===== src/rtl/nvs_pkg.sv =====
package nvs_pkg;
  typedef enum logic [2:0] {
    XF_IDLE,
    XF_PWR_WAIT,
    XF_STORE,
    XF_RCL_CLR,
    XF_RCL_LOAD
  } xfer_st_t;
endpackage


===== src/rtl/nvs_seq_det.sv =====
module nvs_seq_det #(
  parameter int AW = 6,
  parameter logic [AW-1:0] KEY0 = 6'h0E,
  parameter logic [AW-1:0] KEY1 = 6'h31,
  parameter logic [AW-1:0] KEY2 = 6'h03,
  parameter logic [AW-1:0] KEY3 = 6'h3C,
  parameter logic [AW-1:0] KEY4 = 6'h30,
  parameter logic [AW-1:0] KEY_STORE  = 6'h3F,
  parameter logic [AW-1:0] KEY_RECALL = 6'h0C
) (
  input  logic          clk,
  input  logic          rst_n,
  input  logic          rd_acc_i,
  input  logic          wr_acc_i,
  input  logic [AW-1:0] addr_i,
  output logic          go_store_o,
  output logic          go_recall_o
);
  localparam logic [2:0] LAST = 3'd5;
  localparam logic [7:0][AW-1:0] KEYS =
    {{3{AW'(0)}}, KEY4, KEY3, KEY2, KEY1, KEY0};

  logic [2:0] step_q;
  logic at_last, hit;

  assign at_last     = (step_q == LAST);
  assign hit         = (addr_i == KEYS[step_q]);
  assign go_store_o  = rd_acc_i && at_last && (addr_i == KEY_STORE);
  assign go_recall_o = rd_acc_i && at_last && (addr_i == KEY_RECALL);

  always_ff @(posedge clk) begin
    if (!rst_n) begin
      step_q <= '0;
    end else if (wr_acc_i) begin
      step_q <= '0;
    end else if (rd_acc_i) begin
      if (!at_last && hit)      step_q <= step_q + 3'd1;
      else if (addr_i == KEY0)  step_q <= 3'd1;
      else                      step_q <= '0;
    end
  end
endmodule


===== src/rtl/nvs_xfer_ctl.sv =====
module nvs_xfer_ctl
  import nvs_pkg::*;
#(
  parameter int STORE_CYC  = 200,
  parameter int RECALL_CYC = 8
) (
  input  logic clk,
  input  logic rst_n,
  input  logic pwr_ok_i,
  input  logic go_store_i,
  input  logic go_recall_i,
  output logic busy_o,
  output logic clr_all_o,
  output logic store_all_o,
  output logic load_all_o
);
  localparam int MAXC = (STORE_CYC > RECALL_CYC) ? STORE_CYC : RECALL_CYC;
  localparam int CW   = $clog2(MAXC) + 1;

  xfer_st_t st_q;
  logic [CW-1:0] cnt_q;
  logic done;

  assign done        = (cnt_q == '0);
  assign busy_o      = (st_q != XF_IDLE);
  assign clr_all_o   = (st_q == XF_RCL_CLR);
  assign store_all_o = (st_q == XF_STORE) && done;
  assign load_all_o  = (st_q == XF_RCL_LOAD) && done;

  always_ff @(posedge clk) begin
    if (!rst_n) begin
      st_q  <= XF_PWR_WAIT;
      cnt_q <= '0;
    end else begin
      unique case (st_q)
        XF_IDLE: begin
          if (go_store_i) begin
            st_q  <= XF_STORE;
            cnt_q <= CW'(STORE_CYC - 1);
          end else if (go_recall_i) begin
            st_q <= XF_RCL_CLR;
          end
        end
        XF_PWR_WAIT: if (pwr_ok_i) st_q <= XF_RCL_CLR;
        XF_STORE: begin
          if (done) st_q <= XF_IDLE;
          else      cnt_q <= cnt_q - 1'b1;
        end
        XF_RCL_CLR: begin
          st_q  <= XF_RCL_LOAD;
          cnt_q <= CW'(RECALL_CYC - 2);
        end
        XF_RCL_LOAD: begin
          if (done) st_q <= XF_IDLE;
          else      cnt_q <= cnt_q - 1'b1;
        end
        default: st_q <= XF_IDLE;
      endcase
    end
  end


  trig_only_idle_chk: assert property (@(posedge clk) disable iff (!rst_n)
    (go_store_i || go_recall_i) |-> (st_q == XF_IDLE));


  clr_then_load_chk: assert property (@(posedge clk) disable iff (!rst_n)
    clr_all_o |=> (st_q == XF_RCL_LOAD));
endmodule


===== src/rtl/nvs_cell_array.sv =====
module nvs_cell_array #(
  parameter int AW = 6,
  parameter int DW = 4
) (
  input  logic          clk,
  input  logic          rst_n,
  input  logic          wr_en_i,
  input  logic          rd_en_i,
  input  logic [AW-1:0] addr_i,
  input  logic [DW-1:0] wdata_i,
  input  logic          clr_all_i,
  input  logic          store_all_i,
  input  logic          load_all_i,
  output logic [DW-1:0] rdata_o
);
  localparam int DEPTH = 1 << AW;
  localparam int BITS  = DEPTH * DW;

  logic [BITS-1:0] sram_q;
  logic [BITS-1:0] shadow_q;
  logic [DW-1:0]   rd_q;

  always_ff @(posedge clk) begin
    if (!rst_n)           sram_q <= '0;
    else if (clr_all_i)   sram_q <= '0;
    else if (load_all_i)  sram_q <= shadow_q;
    else if (wr_en_i)     sram_q[int'(addr_i)*DW +: DW] <= wdata_i;
  end

  // nonvolatile: no reset
  always_ff @(posedge clk) begin
    if (store_all_i) shadow_q <= sram_q;
  end

  always_ff @(posedge clk) begin
    if (!rst_n)       rd_q <= '0;
    else if (rd_en_i) rd_q <= sram_q[int'(addr_i)*DW +: DW];
  end

  assign rdata_o = rd_q;


  shadow_hold_chk: assert property (@(posedge clk) disable iff (!rst_n)
    !store_all_i |=> $stable(shadow_q));


  sram_hold_chk: assert property (@(posedge clk) disable iff (!rst_n)
    (!wr_en_i && !clr_all_i && !load_all_i) |=> $stable(sram_q));


  clear_zero_chk: assert property (@(posedge clk) disable iff (!rst_n)
    clr_all_i |=> (sram_q == '0));


  one_bulk_op_chk: assert property (@(posedge clk) disable iff (!rst_n)
    $onehot0({clr_all_i, store_all_i, load_all_i}));
endmodule


===== src/rtl/nvsram_ctrl.sv =====
module nvsram_ctrl #(
  parameter int AW = 6,
  parameter int DW = 4,
  parameter int STORE_CYC  = 200,
  parameter int RECALL_CYC = 8,
  parameter logic [AW-1:0] KEY0 = 6'h0E,
  parameter logic [AW-1:0] KEY1 = 6'h31,
  parameter logic [AW-1:0] KEY2 = 6'h03,
  parameter logic [AW-1:0] KEY3 = 6'h3C,
  parameter logic [AW-1:0] KEY4 = 6'h30,
  parameter logic [AW-1:0] KEY_STORE  = 6'h3F,
  parameter logic [AW-1:0] KEY_RECALL = 6'h0C
) (
  input  logic          clk,
  input  logic          rst_n,
  input  logic          pwr_ok_i,
  input  logic          ce_i,
  input  logic          we_i,
  input  logic [AW-1:0] addr_i,
  input  logic [DW-1:0] wdata_i,
  output logic [DW-1:0] rdata_o,
  output logic          busy_o
);
  logic busy, rd_acc, wr_acc;
  logic go_store, go_recall, clr_all, store_all, load_all;
  logic [DW-1:0] arr_rdata;

  assign rd_acc = ce_i && !we_i && !busy;
  assign wr_acc = ce_i &&  we_i && !busy;

  nvs_seq_det #(
    .AW(AW), .KEY0(KEY0), .KEY1(KEY1), .KEY2(KEY2), .KEY3(KEY3),
    .KEY4(KEY4), .KEY_STORE(KEY_STORE), .KEY_RECALL(KEY_RECALL)
  ) u_det (
    .clk(clk), .rst_n(rst_n), .rd_acc_i(rd_acc), .wr_acc_i(wr_acc),
    .addr_i(addr_i), .go_store_o(go_store), .go_recall_o(go_recall)
  );

  nvs_xfer_ctl #(.STORE_CYC(STORE_CYC), .RECALL_CYC(RECALL_CYC)) u_ctl (
    .clk(clk), .rst_n(rst_n), .pwr_ok_i(pwr_ok_i),
    .go_store_i(go_store), .go_recall_i(go_recall), .busy_o(busy),
    .clr_all_o(clr_all), .store_all_o(store_all), .load_all_o(load_all)
  );

  nvs_cell_array #(.AW(AW), .DW(DW)) u_arr (
    .clk(clk), .rst_n(rst_n), .wr_en_i(wr_acc), .rd_en_i(rd_acc),
    .addr_i(addr_i), .wdata_i(wdata_i), .clr_all_i(clr_all),
    .store_all_i(store_all), .load_all_i(load_all), .rdata_o(arr_rdata)
  );

  assign busy_o  = busy;
  assign rdata_o = busy ? '0 : arr_rdata;


  busy_start_chk: assert property (@(posedge clk) disable iff (!rst_n)
    (go_store || go_recall) |=> busy_o);
endmodule


===== config.mk =====
export PLATFORM = sky130hd
export DESIGN_NAME = nvsram_ctrl
export DESIGN_NICKNAME = d
export VERILOG_FILES = /design/src/rtl/nvs_pkg.sv /design/src/rtl/nvs_seq_det.sv /design/src/rtl/nvs_xfer_ctl.sv /design/src/rtl/nvs_cell_array.sv /design/src/rtl/nvsram_ctrl.sv
export SDC_FILE = /design/constraint.sdc
export NUM_CORES = 1
export LEC_CHECK = 0
export ABC_AREA = 1
export CAP_MARGIN = 20
export CORE_ASPECT_RATIO = 1.2
export CORE_MARGIN = 4
export CORE_UTILIZATION = 45
export CTS_CLUSTER_DIAMETER = 150
export DETAILED_ROUTE_END_ITERATION = 10
export GPL_TIMING_DRIVEN = 0
export REMOVE_ABC_BUFFERS = 1
export SLEW_MARGIN = 25
export SYNTH_ARGS = -nofsm -noshare
export SYNTH_HDL_FRONTEND = slang
export SYNTH_SLANG_ARGS = --single-unit

===== constraint.sdc =====
create_clock -name clk -period 19.52 [get_ports clk]
set_input_delay 1.952 -clock clk [delete_from_list [all_inputs] [get_ports clk]]
set_output_delay 1.952 -clock clk [all_outputs]
set_load 0.02 [all_outputs]

; After elaboration in Yosys (flattened, before gate mapping)
; Memory sizes are Yosys's and may differ from the RTL's. A register that Yosys moved wholly into a read port is not among the register bits.
; Index checks and enable logic that the tools add are counted.
[word_totals]
output_inout_bits = 5
in_bits = 15
wordCells = 69
regBits = 531
ram_bits = 0
memories = 1
romBits = 48
latch_bits = 0
[memory_table]
columns = memory, depth, width, read_ports, rd_ports_with_merged_regs, write_ports, line
row1 = (no name shown), 8, 6, 1, 1, 0, nvs_seq_det.sv:27  ; assign hit = (addr_i == KEYS[step_q]);
[classes]
bitwise = 1
n_div = 0
reduce_logical = 23
n_mul = 0
shifts = 3
magnitude_cmp = 1
eq_ne = 14
add_sub_neg = 3
muxes = 17
[ops]
columns = operator, count
row1 = $mux W256, 2
row2 = $bwmux W256, 1
row3 = $shift A4 B33 Y256 const A, 1
row4 = $shiftx A256 B9 Y4, 1
row5 = $shiftx A4 B33 Y256, 1
row6 = $neg A8 Y33, 1
row7 = $pmux W9 S3, 1
row8 = $mux W3, 7
row9 = $mux W9, 2
row10 = $eq A6 B4 Y1 const B, 2
row11 = $pmux W3 S4, 1
row12 = $logic_and A1 B1 Y1, 10
row13 = $logic_not A9 Y1, 1
row14 = $sub A9 B1 Y9 const B, 1
row15 = $eq A3 B2 Y1 const B, 2
row16 = $eq A3 B3 Y1 const B, 2
row17 = $eq A6 B6 Y1, 1
row18 = $eq A6 B6 Y1 const B, 1
row19 = $mux W6, 1
row20 = $ne A2 B2 Y1 const B, 3
row21 = $reduce_and A3 Y1, 2
row22 = $reduce_bool A3 Y1, 2
row23 = $reduce_or A2 Y1, 3
row24 = $lt A3 B4 Y1 const B, 1
row25 = 10 further kinds, 12

; Longest topological paths before layout
[logic_depth]
depth_word = 8
mapped_depth = 18
depth_no_buf = 16

; Cells and area by module
; From an unflattened synthesis, not the netlist that was laid out.
[unflattened]
hier_cells = 3440
hier_area_um2 = 26549.2
[by_module_without_submodules]
columns = mod, cells_per_inst, area_per_inst_um2, seq_area_each_um2, n_inst
row1 = nvs_cell_array, 3222, 25196.7, 12892.4, 1
row2 = nvs_xfer_ctl, 129, 808.3, 240.2, 1
row3 = nvs_seq_det, 76, 495.5, 140.1, 1
row4 = nvsram_ctrl, 13, 48.8, 0.0, 1

; Worst setup path before layout
; No wires, ideal clock.
[synth_timing]
path_type = register to register
start = reg u_ctl.cnt_q[0]
end = reg u_arr.shadow_q[0] (enable)
n_path_buf = 0
setup_time_ns = 1.187
t_required_ns = 18.333
setup_slack_ns = 0.207
stages_incl_launch_ff = 7
period_less_slack_ns = 19.313
t_arrival_ns = 18.127
cell_sequence = dfxtp_1 -> inv_1 -> ha_1 -> nand2_1 -> nor2_2 -> nand2_1 -> nor3_1
[synth_between]
elab_chain_len = 2
[synth_rtl]
columns = element, line
row1 = "start, declared", nvs_xfer_ctl.sv:21  ; logic [CW-1:0] cnt_q;
row2 = "start signal, assigned", nvs_xfer_ctl.sv:39  ; cnt_q <= CW'(STORE_CYC - 1);
row3 = "start signal, assigned", nvs_xfer_ctl.sv:47  ; else cnt_q <= cnt_q - 1'b1;
row4 = "start signal, assigned", nvs_xfer_ctl.sv:51  ; cnt_q <= CW'(RECALL_CYC - 2);
row5 = $logic_not A9 Y1, nvs_xfer_ctl.sv:24  ; assign done = (cnt_q == '0);
row6 = $logic_and A1 B1 Y1, nvs_xfer_ctl.sv:27  ; assign store_all_o = (st_q == XF_STORE) && done;
row7 = via store_all, nvsram_ctrl.sv:25  ; logic go_store, go_recall, clr_all, store_all, load_all;
row8 = "end signal, assigned", nvs_cell_array.sv:32  ; if (store_all_i) shadow_q <= sram_q;
row9 = "end, declared", nvs_cell_array.sv:20  ; logic [BITS-1:0] shadow_q;
; The timed path passes the listed nets, and every way through them passes these cells.
; A chain may end at the register's enable or synchronous reset.

; Final worst setup path
[layout_timing]
start = in addr_i[0]
end = reg u_arr.sram_q[39]
[layout_between]
elab_chain_len = 5
word_cells_on_any_way = 6
cone_classes = 1 x add/sub / 2 x shift / 3 x mux
[layout_rtl]
columns = element, line
row1 = "start, declared", nvsram_ctrl.sv:19  ; input logic [AW-1:0] addr_i,
row2 = $neg A8 Y33 (*), nvs_cell_array.sv:27  ; else if (wr_en_i) sram_q[int'(addr_i)*DW +: DW] <= wdata_i;
row3 = $shiftx A4 B33 Y256 / $shift A4 B33 Y256 (equally long branches), nvs_cell_array.sv:27
row4 = $bwmux W256 (*), nvs_cell_array.sv:27
row5 = $mux W256 (*), nvs_cell_array.sv:27
row6 = $mux W256 (*), nvs_cell_array.sv:26  ; else if (load_all_i) sram_q <= shadow_q;
row7 = "end signal, assigned", nvs_cell_array.sv:26
row8 = "end signal, assigned by index", nvs_cell_array.sv:27
row9 = "end, declared", nvs_cell_array.sv:19  ; logic [BITS-1:0] sram_q;
; Mark *: on every way between the ends. The rest lies on a longest branch, timed or not. The select of a mux whose other input is x is not followed.

==> summary.txt <==
Setup path
  – Cell repeated most along the worst path: nand2_4
  – Worst reg2reg setup slack: 15670 ps
  – CP Capture Type: register
  – CP Capture Point: u_arr.sram_q[39]$_SDFFE_PP0P_
  – Crit path launch type: input pin
  – Req. time, crit path: between 20000 and 25000 ps
  – Largest stage delay, worst path: between 700 and 800 ps
  – Slowest cell on the critical path: xor2_4
  – Worst Setup SP: addr_i[0]
  – Worst r2r dst: u_arr.sram_q[243]$_SDFFE_PP0P_
  – Worst reg-to-reg path cell count: 16
  – Critical path class: in2reg
  – CP Max Fanout: between 80 and 90
  – WP data arrival: between 6000 and 7000 ps
  – R2r startpoint: u_ctl.cnt_q[0]$_SDFFE_PN0P_
  – CP Cell Sequence: buf_8, inv_8, buf_16, ha_1, nand2_4, xor2_4, nand2_4, inv_2, nand3_1, o2bb2ai_1, nand2_1, a21oi_1

Detailed routing
  – DRT Pass-1 Iters: 6
  – Post-route ant nets: 0
  – Vias: ~24000
  – Iter 0 DRT Violations: 2673
  – WL final: 90.0 mm
  – # DRC: 0
  – WL per Instance: 21.7 µm
  – Via/cell ratio: between 5 and 6

Synth
  – Synthesized area: about 27000 µm²
  – Yosys reg bits: 535
  – Count of cell types in the netlist: 51
  – Most common cell in the netlist: nand2_1
  – Post-synth top area share: between 20% and 30%
  – Register area share after synthesis: between 40 and 50%
  – Yosys top cell by area: edfxtp_1
  – Top cells by area, synth: edfxtp_1, dfxtp_1, nand2_1
  – Main synth FF type: dfxtp_1
  – Mean area per synthesized cell: 7.92 µm²
  – Number of flops mapped to enable cells by yosys: roughly 260
  – Synthesis Warnings: 0
  – Top cells by count, synth: nand2_1, nand3_1, nor2_1
  – Synthesized netlist cell count: ~3400
  – Fraction of registers with async set/reset: 0%

Timing
  – F_max: approximately 170 MHz
  – Worst-Margin Slew: between 1000 and 1500 ps
  – Final setup violation count: 0
  – Final hold vios: 0
  – Final TNS setup: 0 ps
  – Hold_ws: around 450 ps
  – Clk_skew: between 20 and 30 ps
  – Minimum clock period: ~6000 ps
  – Final period util: a little over 30%
  – Max Slew Vio Count: 0
  – Worst rel slew slack: between 20% and 30%
  – RSZ-0062 raised after global routing: false

Layout
  – Final core utilization: 50.9%
  – Synthesis-to-layout area growth: 11.5%
  – ANT cells: 0
  – Fraction of layout cells with a size suffix above 1: 8.47%
  – Final Non-Filler Cells: between 4000 and 5000
  – # nets final: around 3300

Placed design
  – Hpwl dp: 61.4 mm
  – Port bufs: 19
  – Inst Count DP: about 4000
  – GPL Wtd Cong: 0.948

Clocking
  – Num CTS Buffers: 55
  – Clk sink count: ~540
  – Setup bufs post-CTS: 0
  – CTS tree: done
  – Total number of H-tree levels: 2
  – Post-CTS Resized: 0
  – Clock buffer depth: 3
  – Hold Buf Count CTS: 0
  – Clock transition at path regs: 60 ps
  – Root Buffer: clkbuf_16
  – Clk_lat worst skew: 620 ps

Die
  – Die area: 63600 µm²
  – Row count: 97
  – Core box area: between 50000 and 60000 µm²
  – Die width: ~230 µm
  – IO Count: 20
  – Initial Utilization: between 40% and 50%
  – Die height: 275 µm

Power and ir drop
  – Overall Power: approximately 2.8 mW
  – PD cells: roughly 93 nW/µm²
  – Leakage: 11.4 nW
  – VDD IR max: 0.0496 mV

Global routing
  – Grt total ovfl: 0
  – Vias in the first global route: ~23000
  – Antenna violations before repair: 0
  – Largest net degree at the start of global routing: 97
  – Gr usage total: roughly 27%
  – First-pass GRT wire length: around 140 mm

Worst hold path
  – Tightest Hold Check Type: reg2reg

Run
  – Number of max-cap violations: 0

Outcome
  – Status: completed
critical path: cells and delay by family:
family / cells / cell delay (ps)
buf+inv: 4 / 1460
simple gates: 4 / 1100
fa+ha+maj: 1 / 650
xor+xnor: 1 / 760
compound gates: 2 / 330
metrics by stage:
| stage | setup WS (ps) | cell area (µm²) |
|---|---|---|
| after floorplan | 207 | 25900 |
| after global placement | -11760 | 27000 |
| after detailed placement | 13040 | 28100 |
| after CTS | 13680 | 29900 |
| after global routing | 13490 | 29900 |
| final | 13620 | 29900 |
kinds of logic after synthesis:
| group | count (synthesis) | share of synthesized area (%) |
|---|---|---|
| simple gates | 1792 | 29.2 |
| flops | 535 | 49.5 |
| compound gates | 606 | 13.7 |
| xor+xnor | 10 | 0.523 |
| buf+inv | 436 | 6.63 |
| fa+ha+maj | 8 | 0.373 |
area by class of cell:
type	count	area (µm²)
Multi-Input combinational cell	2416	11800
Sequential cell	535	13300
Timing Repair Buffer	83	1150
Clock buffer	77	1530
Clock inverter	25	278
Tap cell	792	991
Inverter	217	853
Fill cell	5707	28800
how the worst min path moves through the flow:
stage | endpoint | from | cells after the start | slack [ps]
finish | u_arr.shadow_q[0]$_DFFE_PP_ | u_arr.sram_q[0]$_SDFFE_PP0P_ | 0 | 450
detailed placement | u_arr.shadow_q[1]$_DFFE_PP_ | u_arr.sram_q[1]$_SDFFE_PP0P_ | 0 | 430
floorplan | u_arr.shadow_q[0]$_DFFE_PP_ | u_arr.sram_q[0]$_SDFFE_PP0P_ | 0 | 410
global placement | u_arr.shadow_q[0]$_DFFE_PP_ | u_arr.sram_q[0]$_SDFFE_PP0P_ | 0 | 420
CTS | u_arr.shadow_q[0]$_DFFE_PP_ | u_arr.sram_q[0]$_SDFFE_PP0P_ | 0 | 440
global route | u_arr.shadow_q[0]$_DFFE_PP_ | u_arr.sram_q[0]$_SDFFE_PP0P_ | 0 | 460
flip-flops by register name, indices dropped and copies added (netlist names), named ones only:
name,flops
u_arr.rdata_o,4
u_ctl.cnt_q,9
u_det.step_q,3
u_arr.shadow_q,256
u_ctl.st_q,3
u_arr.sram_q,256
per-layer routing:
| layer | wire length (µm) | global-route usage [%] | vias up |
|---|---|---|---|
| met2 | 40400 | 43.1 | 1118 |
| met5 | 0 | 0 | - |
| met4 | 4670 | 13.1 | 0 |
| met3 | 6850 | 3.59 | 226 |
| met1 | 38000 | 37.8 | 11668 |
| li1 | - | - | 11340 |
power breakdown:
| group | internal, mW | total, mW | switching (mW) |
|---|---|---|---|
| logic | 0.120 | 0.468 | 0.348 |
| registers | 1.23 | 1.25 | 0.0202 |
| clock network | 0.624 | 1.08 | 0.455 |
placed cells by master, fill, tap and decap left out, types with 45 or more instances in the layout:
master / count
edfxtp_1: 256
clkbuf_16: 55
o2111ai_1: 48
a21oi_1: 166
o21ai_0: 177
o22ai_1: 45
dfxtp_1: 279
nand3_1: 382
nand2_1: 904
nor2_1: 378
inv_1: 187
o211ai_1: 58
(Power assumes the default switching activity.)
